===== src/rtl/tdt_pkg.sv =====
package tdt_pkg;
    localparam int DATA_W = 32;

    // status bit positions
    localparam int ST_TIMEOUT = 0;
    localparam int ST_RUN     = 1;
    // control bit positions
    localparam int CT_IEN   = 0;
    localparam int CT_CONT  = 1;
    localparam int CT_START = 2;
    localparam int CT_STOP  = 3;

    // word indices within the register window
    localparam int IDX_STATUS = 0;
    localparam int IDX_CTRL   = 1;
    localparam int IDX_PERIOD = 2;
    localparam int IDX_SNAP   = 3;

    typedef enum logic [2:0] {
        SEL_NONE,
        SEL_STATUS,
        SEL_CTRL,
        SEL_PERIOD,
        SEL_SNAP
    } reg_sel_e;

    typedef struct packed {
        logic              flag;
        logic              run;
        logic [DATA_W-1:0] ctrl;
        logic [DATA_W-1:0] period;
        logic [DATA_W-1:0] count;
    } tmr_state_t;
endpackage


===== src/rtl/tdt_decode.sv =====
module tdt_decode
    import tdt_pkg::*;
#(
    parameter int ADDR_W = 6
) (
    input  logic              bus_sel,
    input  logic              bus_we,
    input  logic [ADDR_W-1:0] bus_addr,
    output reg_sel_e          wsel,
    output reg_sel_e          rsel
);
    localparam int IDX_W = ADDR_W - 2;

    logic [IDX_W-1:0] idx;
    reg_sel_e         hit;

    always_comb begin
        idx = bus_addr[ADDR_W-1:2];
        hit = SEL_NONE;
        if (bus_addr[1:0] == 2'b00) begin
            if (idx == IDX_W'(IDX_STATUS))      hit = SEL_STATUS;
            else if (idx == IDX_W'(IDX_CTRL))   hit = SEL_CTRL;
            else if (idx == IDX_W'(IDX_PERIOD)) hit = SEL_PERIOD;
            else if (idx == IDX_W'(IDX_SNAP))   hit = SEL_SNAP;
        end
        wsel = (bus_sel && bus_we)  ? hit : SEL_NONE;
        rsel = (bus_sel && !bus_we) ? hit : SEL_NONE;
    end
endmodule


===== src/rtl/tdt_core.sv =====
module tdt_core
    import tdt_pkg::*;
(
    input  logic              clk,
    input  logic              rst_n,
    input  reg_sel_e          wsel,
    input  logic [DATA_W-1:0] wdata,
    output tmr_state_t        state_q
);
    tmr_state_t state_d;
    logic       expire;

    always_comb begin
        state_d = state_q;
        expire  = 1'b0;

        // counting step, suppressed by a period write in the same cycle
        if (state_q.run && (wsel != SEL_PERIOD)) begin
            if (state_q.count == DATA_W'(1)) begin
                expire       = 1'b1;
                state_d.flag = 1'b1;
                if (state_q.ctrl[CT_CONT] && (state_q.period != '0)) begin
                    state_d.count = state_q.period;
                end else begin
                    state_d.count = '0;
                    state_d.run   = 1'b0;
                end
            end else begin
                state_d.count = state_q.count - DATA_W'(1);
            end
        end

        // register writes
        case (wsel)
            SEL_STATUS: state_d.flag = expire;
            SEL_CTRL: begin
                state_d.ctrl = wdata;
                if (wdata[CT_STOP]) begin
                    state_d.run = 1'b0;
                end else if (wdata[CT_START] && (state_d.count != '0)) begin
                    state_d.run = 1'b1;
                end
            end
            SEL_PERIOD: begin
                state_d.period = wdata;
                state_d.count  = wdata;
                if (wdata == '0) state_d.run = 1'b0;
            end
            default: ;
        endcase
    end

    always_ff @(posedge clk) begin
        if (!rst_n) state_q <= '0;
        else        state_q <= state_d;
    end
endmodule


===== src/rtl/tdt_rdmux.sv =====
module tdt_rdmux
    import tdt_pkg::*;
(
    input  reg_sel_e          rsel,
    input  tmr_state_t        state,
    output logic [DATA_W-1:0] rdata
);
    logic [DATA_W-1:0] status_word;

    always_comb begin
        status_word             = '0;
        status_word[ST_TIMEOUT] = state.flag;
        status_word[ST_RUN]     = state.run;
        case (rsel)
            SEL_STATUS: rdata = status_word;
            SEL_CTRL:   rdata = state.ctrl;
            SEL_PERIOD: rdata = state.period;
            SEL_SNAP:   rdata = state.count;
            default:    rdata = '0;
        endcase
    end
endmodule


===== src/rtl/cntdn_timer.sv =====
module cntdn_timer
    import tdt_pkg::*;
#(
    parameter int ADDR_W = 6
) (
    input  logic              clk,
    input  logic              rst_n,
    input  logic              bus_sel,
    input  logic              bus_we,
    input  logic [ADDR_W-1:0] bus_addr,
    input  logic [31:0]       bus_wdata,
    output logic [31:0]       bus_rdata,
    output logic              irq
);
    reg_sel_e          wsel;
    reg_sel_e          rsel;
    tmr_state_t        st_q;
    logic              flag_q;
    logic              run_q;
    logic [DATA_W-1:0] ctrl_q;
    logic [DATA_W-1:0] count_q;

    tdt_decode #(.ADDR_W(ADDR_W)) u_decode (
        .bus_sel  (bus_sel),
        .bus_we   (bus_we),
        .bus_addr (bus_addr),
        .wsel     (wsel),
        .rsel     (rsel)
    );

    tdt_core u_core (
        .clk     (clk),
        .rst_n   (rst_n),
        .wsel    (wsel),
        .wdata   (bus_wdata),
        .state_q (st_q)
    );

    tdt_rdmux u_rdmux (
        .rsel  (rsel),
        .state (st_q),
        .rdata (bus_rdata)
    );

    always_comb begin
        flag_q  = st_q.flag;
        run_q   = st_q.run;
        ctrl_q  = st_q.ctrl;
        count_q = st_q.count;
        irq     = flag_q && ctrl_q[CT_IEN];
    end
endmodule


===== config.mk =====
export PLATFORM = sky130hd
export DESIGN_NAME = cntdn_timer
export DESIGN_NICKNAME = d
export VERILOG_FILES = /design/src/rtl/tdt_pkg.sv /design/src/rtl/tdt_decode.sv /design/src/rtl/tdt_core.sv /design/src/rtl/tdt_rdmux.sv /design/src/rtl/cntdn_timer.sv
export SDC_FILE = /design/constraint.sdc
export NUM_CORES = 1
export LEC_CHECK = 0
export ABC_AREA = 1
export CORE_UTILIZATION = 55
export CTS_BUF_LIST = sky130_fd_sc_hd__clkbuf_4
export CTS_CLUSTER_DIAMETER = 80
export DETAILED_ROUTE_END_ITERATION = 7
export PLACE_DENSITY = 0.83
export SLEW_MARGIN = 20
export SYNTH_ARGS = -nofsm -noshare
export SYNTH_HDL_FRONTEND = slang
export SYNTH_SLANG_ARGS = --single-unit

===== constraint.sdc =====
create_clock -name clk -period 6.6 [get_ports clk]
set_input_delay 1.98 -clock clk [delete_from_list [all_inputs] [get_ports clk]]
set_output_delay 1.98 -clock clk [all_outputs]
set_load 0.01 [all_outputs]

# Word-level counts from Yosys, hierarchy flattened
# Index checks and enable logic that the tools add are counted.
[op_classes]
eq_ne = 12
muxes = 22
reduce_logical = 15
add_sub_neg = 1
[ops]
columns = ["operator", "n"]
rows = [
  ["two-way mux 32 bit", 4],
  ["one-hot mux 32 bit (4 select lines)", 1],
  ["nonzero test 32 bit", 2],
  ["equality test 32 x 1 -> 1 bit, second input constant", 1],
  ["logical NOT 32 bit", 1],
  ["subtractor 32 x 1 -> 32 bit, second input constant", 1],
  ["two-way mux 3 bit", 7],
  ["equality test 3 x 2 -> 1 bit, second input constant", 4],
  ["equality test 4 x 2 -> 1 bit, second input constant", 2],
  ["two-way mux 1 bit", 7],
  ["equality test 3 x 1 -> 1 bit, second input constant", 2],
  ["logical AND 1 bit", 6],
  ["equality test 4 x 1 -> 1 bit, second input constant", 1],
  ["logical NOT 4 bit", 1],
  ["two-way mux 2 bit", 2],
  ["nonzero test 2 bit", 2],
  ["equality test 3 bit, second input constant", 1],
  ["!= test 3 x 2 -> 1 bit, second input constant", 1],
  ["logical NOT 2 bit", 1],
  ["one-hot mux 1 bit (2 select lines)", 1],
  ["AND reduction 2 bit", 1],
  ["logical NOT 1 bit", 1],
]
[totals]
out_inout_bits = 33
elab_cells = 55
ff_bits = 98

# Depth between registers and ports, before layout
# Gate-level depths: netlist (run 1).
[logic_depth]
ltp_word = 15
depth_mapped = 21

# Cells and area by module
# From an unflattened synthesis (run 1), not the netlist that was laid out.
[unflattened]
hier_cells = 1087
area_unflattened_um2 = 6483.7
[by_module_without_submodules]
columns = ["module", "n_inst", "area_each_um2", "seq_area_each_um2", "cells_each"]
rows = [
  ["tdt_core", 1, 5611.6, 1961.9, 900],
  ["tdt_rdmux", 1, 772.0, 0.0, 161],
  ["tdt_decode", 1, 92.6, 0.0, 24],
  ["cntdn_timer", 1, 7.5, 0.0, 2],
]

# Least setup slack after synthesis (run 1)
# Ideal clock, no wire load.
[synth_path]
path_type = "input port to output port"
startpoint = "input port bus_addr[0]"
endpoint = "output port bus_rdata[0]"
arrival_ns = 3.136
path_stages = 10
path_slack_ns = 1.484
path_buffers = 1
cell_sequence = "inv_1 nand2_1 nor2_1 inv_1 nor3_1 nand3_1 inv_1 clkbuf_1 nand2_1 o2111ai_1"
[synth_between]
elab_chain_cells = 5
[synth_rtl]
columns = ["item", "line", "text"]
rows = [
  ["start: declaration", "cntdn_timer.sv:10", "input logic [ADDR_W-1:0] bus_addr,"],
  ["logical NOT 2 bit (*)", "tdt_decode.sv:20", "if (bus_addr[1:0] == 2'b00) begin"],
  ["two-way mux 3 bit (*)", "tdt_decode.sv:20", ""],
  ["two-way mux 3 bit (*)", "tdt_decode.sv:27", "rsel = (bus_sel && !bus_we) ? hit : SEL_NONE;"],
  ["equality test 3 bit (tied with other cells)", "tdt_rdmux.sv:14", "case (rsel)"],
  ["one-hot mux 32 bit (4 select lines) (*)", "tdt_rdmux.sv:14", ""],
  ["end: declaration", "cntdn_timer.sv:12", "output logic [31:0] bus_rdata,"],
]
# Mark *: on every way between the ends. The rest lies on a longest branch, timed or not.

# Worst setup path after layout (run 1)
[layout_path]
startpoint = "input port bus_addr[0]"
endpoint = "output port bus_rdata[1]"
# The elaborated chain is that of the path after synthesis.

==> impl_metrics.tcl, run 1 <==
set metrics [dict create \
    top_register "u_core.state_q" \
    dieArea_mm2 0.01194 \
    drt_iter0_markers 897 \
    cts_buffer_depth 2 \
    cts.sink_count 98 \
    portBuffers 74 \
    tns_ps 0 \
    p_switching_mw 0.2679 \
    area_delta_synth_final_pct 14.47 \
    synth-seq-area-share_pct 30.99 \
    period_needed_ps 6210 \
    die_h_um 109.3 \
    status "finished, final reports clean" \
    viasPerCell 5.851 \
    p_leak_nw 3.161 \
    yosysTopAreaCell "dfxtp_1" \
    ant_nets 0 \
    synth_top_area_share_pct 30.99 \
    route.detailed.drc 0 \
    postCtsHoldBufs 0 \
    end_kind "output port" \
    post_cts_resized 0 \
    synth-seq-cells 98 \
    fin_nets 1169 \
    skew_ps 25.18 \
    grt_pass1_wl_mm 33.13 \
    setup_viol 0 \
    synth.most_common_cell "nand2_1" \
    grt_use_total_pct 36.52 \
    clock_latency_ps 500 \
    syn_area_mm2 0.006331 \
    wirelength_mm 20.89 \
    ir_worst_vdd_uv 129.3 \
    critPathRequiredTime_ps 4620 \
    combPwrFrac_pct 8.2 \
    synth_commonest_cells "nand2_1 (348), nor2_1 (172), inv_1 (100)" \
    synth_edf_count 0 \
    reg.largest.list "u_core.state_q (98)" \
    period_share_pct 94.08 \
    cts_setup_buffers 0 \
    worstPathCellList "clkdlybuf4s50_1 > inv_1 > nand2_1 > nor2_1 > inv_1 > nor3_1 > nand2_1 > buf_4 > o22ai_1 > a41oi_1 > o21ai_0 > clkdlybuf4s50_1" \
    synth_warnings 0 \
    seqPwrFrac_pct 58.5 \
    via_count 7437 \
    synthTopCellsByArea "dfxtp_1 (31%), nand2_1 (21%), nor2_1 (10%)" \
    drv_slew 0 \
    hold_viol 0 \
    drt_pass1_iterations 6 \
    avgSynthCellArea_um2 5.862 \
    synthArstFlopShare_pct 0 \
    clkPwrFrac_pct 33.3 \
    tightest_slew_ps 1043 \
    crit_slowest_cell "clkdlybuf4s50_1" \
    holdCritPathClass "flip-flop to flip-flop" \
    crit_family "buffers and inverters" \
    core.rowCount 38 \
    antenna_found_initial 1 \
    ys_types 30 \
    initial_core_util_pct 57.40 \
    cts_tree "yes" \
    power_mw 1.018 \
    max_stage_delay_ps 580 \
    max_freq_mhz 161.0 \
    criticalPathCategory "input port to output port" \
    clockRootBuffer "clkbuf_4" \
    p_per_area_mw_per_mm2 140.5 \
    boundaryPins 75 \
    wl_per_cell_um 16.43 \
    drive_gt1_share_pct 5.310 \
    grt.overflow.total 0 \
    cp_max_fo 16 \
    cp_num_buf_inv 5 \
    synthFlopType "dfxtp_1" \
    grt_pass1_vias 6411 \
    cts_buffers 9 \
    dp_hpwl_mm 15.65 \
    cts_max_level 3 \
    switching_share_pct 26.31 \
    intPower_mw 0.7503 \
    start_kind "input port" \
    place_congestion 1.015 \
    largest_register_ffs 98 \
    die_w_um 109.3 \
    critPathArrivalTime_ps 4230 \
    rsz0062_at_grt "no" \
    synthCells 1080 \
    clk_pin_slew_ps 160 \
    maxCapViolCount 0 \
    relSlewSlack_pct 30.36 \
    synth_nets 1124 \
    core_mm2 0.01103 \
    grt_max_degree 67 \
]
through the flow:
| stage | utilization [%] | hold WS (ps) | cell area, um2 | worst slack, ps | instances |
|---|---|---|---|---|---|
| final | 65.70 | 484.5 | 7247 | 390.4 | 1271 |
| after global routing | 65.70 | 516.8 | 7247 | 259.8 | 1271 |
| after CTS | 65.66 | 483.5 | 7243 | 389.2 | 1270 |
| after detailed placement | 64.39 | 463.2 | 7103 | 410.2 | 1254 |
| after global placement | 64.39 | 453.2 | 7103 | 467.0 | 1254 |
| after floorplan | - | 445.3 | 6331 | 1484 | 1080 |
final cells by class:
| class | instances | area, um2 |
|---|---|---|
| fillers | 1087 | 3784 |
| multi-input cells | 824 | 3749 |
| flip-flops and latches | 98 | 1962 |
| repair buffers | 83 | 808.3 |
| inverters | 109 | 410.4 |
| well taps | 140 | 175.2 |
| clock buffers | 10 | 75.07 |
| clock inverters | 6 | 65.06 |
| diodes | 1 | 2.502 |
routing by layer:
layer  global-route usage (%)  share of wire, %  vias to the layer above
met5                        0                 0                        -
met4                    10.67               2.0                        0
met3                    10.37                13                       27
met2                    51.75                43                      455
met1                    53.32                43                     3390
li1                         -                 -                     3565
path summary, 6_finish.rpt:
check                           from            endpoint  slack [ps]  depth (start not counted)
setup / recovery         bus_addr[0]        bus_rdata[1]         390                         12
hold / removal    u_core.state_q[34]  u_core.state_q[34]         480                          2
setup reg to reg   u_core.state_q[1]  u_core.state_q[96]        3380                         19
hold reg to reg   u_core.state_q[34]  u_core.state_q[34]         480                          2
placed cells by master, fill, tap and decap left out:
cell	Yosys	layout
a41oi_1	1	1
clkinv_2	0	2
nand2_4	2	2
nor3_1	1	1
clkdlybuf4s50_1	0	74
inv_1	100	99
nand4_1	10	10
o21ai_0	45	45
xor2_1	6	6
o221ai_1	30	30
inv_2	8	8
a21oi_1	76	76
diode_2	0	1
nor2_2	7	8
nor4_1	8	8
buf_4	3	9
nor4_4	0	1
nor2_1	172	171
clkinv_4	0	1
bufinv_16	0	1
clkbuf_4	0	10
nand2_1	348	347
o2111ai_1	1	1
nor2_4	4	4
nand2_2	7	8
clkinv_1	1	2
dfxtp_1	98	98
nand3_1	97	97
o22ai_1	1	1
a21oi_2	4	4
inv_6	0	2
o211ai_1	1	1
ha_1	2	2
worst register-to-register path, cell delays in order, from the launching register on:
cell	delay, ps
dfxtp_1	340
inv_1	190
ha_1	270
nand2_1	70
nor2_1	110
nand2_1	100
nor2_4	130
nand2_4	270
inv_2	390
o21ai_0	270
nand3_1	150
nand3_1	150
nor2_1	120
nand2_1	80
nor2_1	110
nand3_1	100
nand2_1	100
nand2_1	60
nand2_1	60
a21oi_1	50
power groups by stage:
stage	logic, mW	registers, mW	clock network (mW)
2_1_floorplan	0.0377	0.607	0
3_3_place_gp	0.0814	0.608	0
3_5_place_dp	0.0819	0.608	0
4_1_cts	0.0820	0.595	0.342
5_1_grt	0.0913	0.596	0.365
6_report	0.0838	0.595	0.339
cells by family after synthesis:
group | synth area share, %
xor+xnor | 0.8300
compound gates | 14.76
fa+ha+maj | 0.3952
buf+inv | 10.02
simple gates | 43.00
flops | 30.99
Note: power is estimated with default switching activity, not from simulation.
==> run 2, diff against run 1 <==
Settings changed: CORE_UTILIZATION 55 to 40, PLACE_DENSITY 0.83 to 0.64.
==> impl_metrics.tcl, run 2 (synthesis results as in run 1) <==
set metrics [dict create \
    reg.largest.list "u_core.state_q (98)" \
    period_share_pct 93.61 \
    critPathArrivalTime_ps 4200 \
    p_leak_nw 3.161 \
    period_needed_ps 6178 \
    crit_slowest_cell "clkdlybuf4s50_1" \
    ir_worst_vdd_uv 108.5 \
    grt_pass1_vias 6494 \
    timing.rr.end "u_core.state_q[96]" \
    hold_path_startpoint "u_core.state_q[34]" \
    final_cell_mix "nand2_1 (347), nor2_1 (171), inv_1 (99), dfxtp_1 (98), nand3_1 (97)" \
    end_kind "output port" \
    postCtsHoldBufs 0 \
    dieArea_mm2 0.01634 \
    holdPathEnd "u_core.state_q[34]" \
    die_h_um 127.8 \
    fin_nets 1170 \
    cp_max_fo 16 \
    start_kind "input port" \
    clock_latency_ps 520 \
    portBuffers 74 \
    maxCapViolCount 0 \
    cts.sink_count 98 \
    viasPerCell 5.395 \
    hold_path_depth 2 \
    core_mm2 0.01531 \
    grt_use_total_pct 28.70 \
    hold_viol 0 \
    tns_ps 0 \
    setup_viol 0 \
    status "finished, final reports clean" \
    max_stage_delay_ps 580 \
    rsz0062_at_grt "no" \
    combPwrFrac_pct 8.5 \
    drive_gt1_share_pct 5.482 \
    fill_cells 1697 \
    place_congestion 0.9316 \
    antenna_found_initial 1 \
    clkPwrFrac_pct 32.3 \
    holdCritPathClass "flip-flop to flip-flop" \
    clk_pin_slew_ps 160 \
    grt.overflow.total 0 \
    p_switching_mw 0.2921 \
    wl_per_cell_um 16.92 \
    cts_buffer_depth 2 \
    skew_ps 29.86 \
    reg2regPathDepth 19 \
    drv_slew 0 \
    intPower_mw 0.7137 \
    largest_register_ffs 98 \
    cts_buffers 9 \
    final_common_cell "nand2_1" \
    die_w_um 127.8 \
    worstPathCellList "clkdlybuf4s50_1 > inv_1 > nand2_1 > nor2_1 > inv_1 > nor3_1 > nand2_1 > buf_4 > o221ai_1 > clkdlybuf4s50_1" \
    criticalPathCategory "input port to output port" \
    critPathRequiredTime_ps 4620 \
    ant_nets 0 \
    via_count 7245 \
    multi_input_area_mm2 0.003749 \
    grt_max_degree 66 \
    wirelength_mm 22.72 \
    top_register "u_core.state_q" \
    r2r-start "u_core.state_q[1]" \
    finalInstanceArea_mm2 0.007342 \
    grt_pass1_wl_mm 35.99 \
    relSlewSlack_pct 35.69 \
    max_freq_mhz 161.9 \
    drt_pass1_iterations 6 \
    cts_setup_buffers 0 \
    tightest_slew_ps 963.7 \
    initial_core_util_pct 41.34 \
    finish.utilization_pct 47.94 \
    seq_area_mm2 0.001962 \
    seqPwrFrac_pct 59.2 \
    boundaryPins 75 \
    placedInstanceArea_mm2 0.007212 \
    switching_share_pct 29.04 \
    post_cts_resized 0 \
    area_delta_synth_final_pct 15.97 \
    ff2ff_setup_slack_ps 3470 \
    clockRootBuffer "clkbuf_4" \
    dp_hpwl_mm 17.26 \
    core.rowCount 45 \
    cts_tree "yes" \
    cts_max_level 3 \
    p_per_area_mw_per_mm2 137.0 \
    drt_iter0_markers 905 \
    route.detailed.drc 0 \
]
[run 2: changes by cell type in the layout (fill, tap and decap cells not counted), sizes merged]
cell	change
inv	+2
buf	+1
bufinv	-1
clkbuf	-1
[run 2: routing by layer]
layer  GRT usage (%)  up-vias  wire, um
li1                -     3573         -
met1           42.63     3326     10720
met2           42.46      316      9756
met3           3.589       30      1819
met4           9.619        0       430
met5               0        -         0
[run 2: layout make-up]
cell class                 count  area share, %
antenna                        1        0.03408
clock buffer                   9         0.9202
clock inverter                 7         0.8180
inverter                     109          5.573
multi-input combinational    824          51.06
sequential                    98          26.72
tap                          211          3.596
timing repair buffer          84          11.28
[run 2: stage by stage]
step	hold WS, ps	total power [mW]	instances	setup slack, ps
floorplan	445.3	0.6451	1080	1484
global placement	453.7	0.6924	1326	459.1
CTS	477.8	1.006	1342	434.5
global route	507.1	1.038	1343	242.7
detailed placement	457.0	0.6923	1326	436.4
finish	481.0	1.006	1343	421.9
[run 2: worst max-delay path: cells and delay by family]
family	cells	cell delay (ps)
buffers and inverters	5	1350
AND/OR/NAND/NOR	4	620
AO/OA/AOI/OAI	1	240
[run 2: worst max path at each step]
stage | from | end | slack [ps] | cells after the start
after detailed placement | bus_addr[0] | bus_rdata[16] | 440 | 10
after global routing | bus_addr[0] | bus_rdata[13] | 240 | 12
after global placement | bus_addr[0] | bus_rdata[13] | 460 | 12
after floorplan | bus_addr[0] | bus_rdata[0] | 1480 | 10
final | bus_addr[0] | bus_rdata[16] | 420 | 10
after CTS | bus_addr[0] | bus_rdata[16] | 430 | 10
[run 2: power by group through the flow]
stage	clock network (mW)	logic (mW)	registers [mW]
global placement	0	0.0844	0.608
finish	0.324	0.0858	0.596
global route	0.349	0.0932	0.596
detailed placement	0	0.0843	0.608
floorplan	0	0.0377	0.607
CTS	0.326	0.0845	0.596
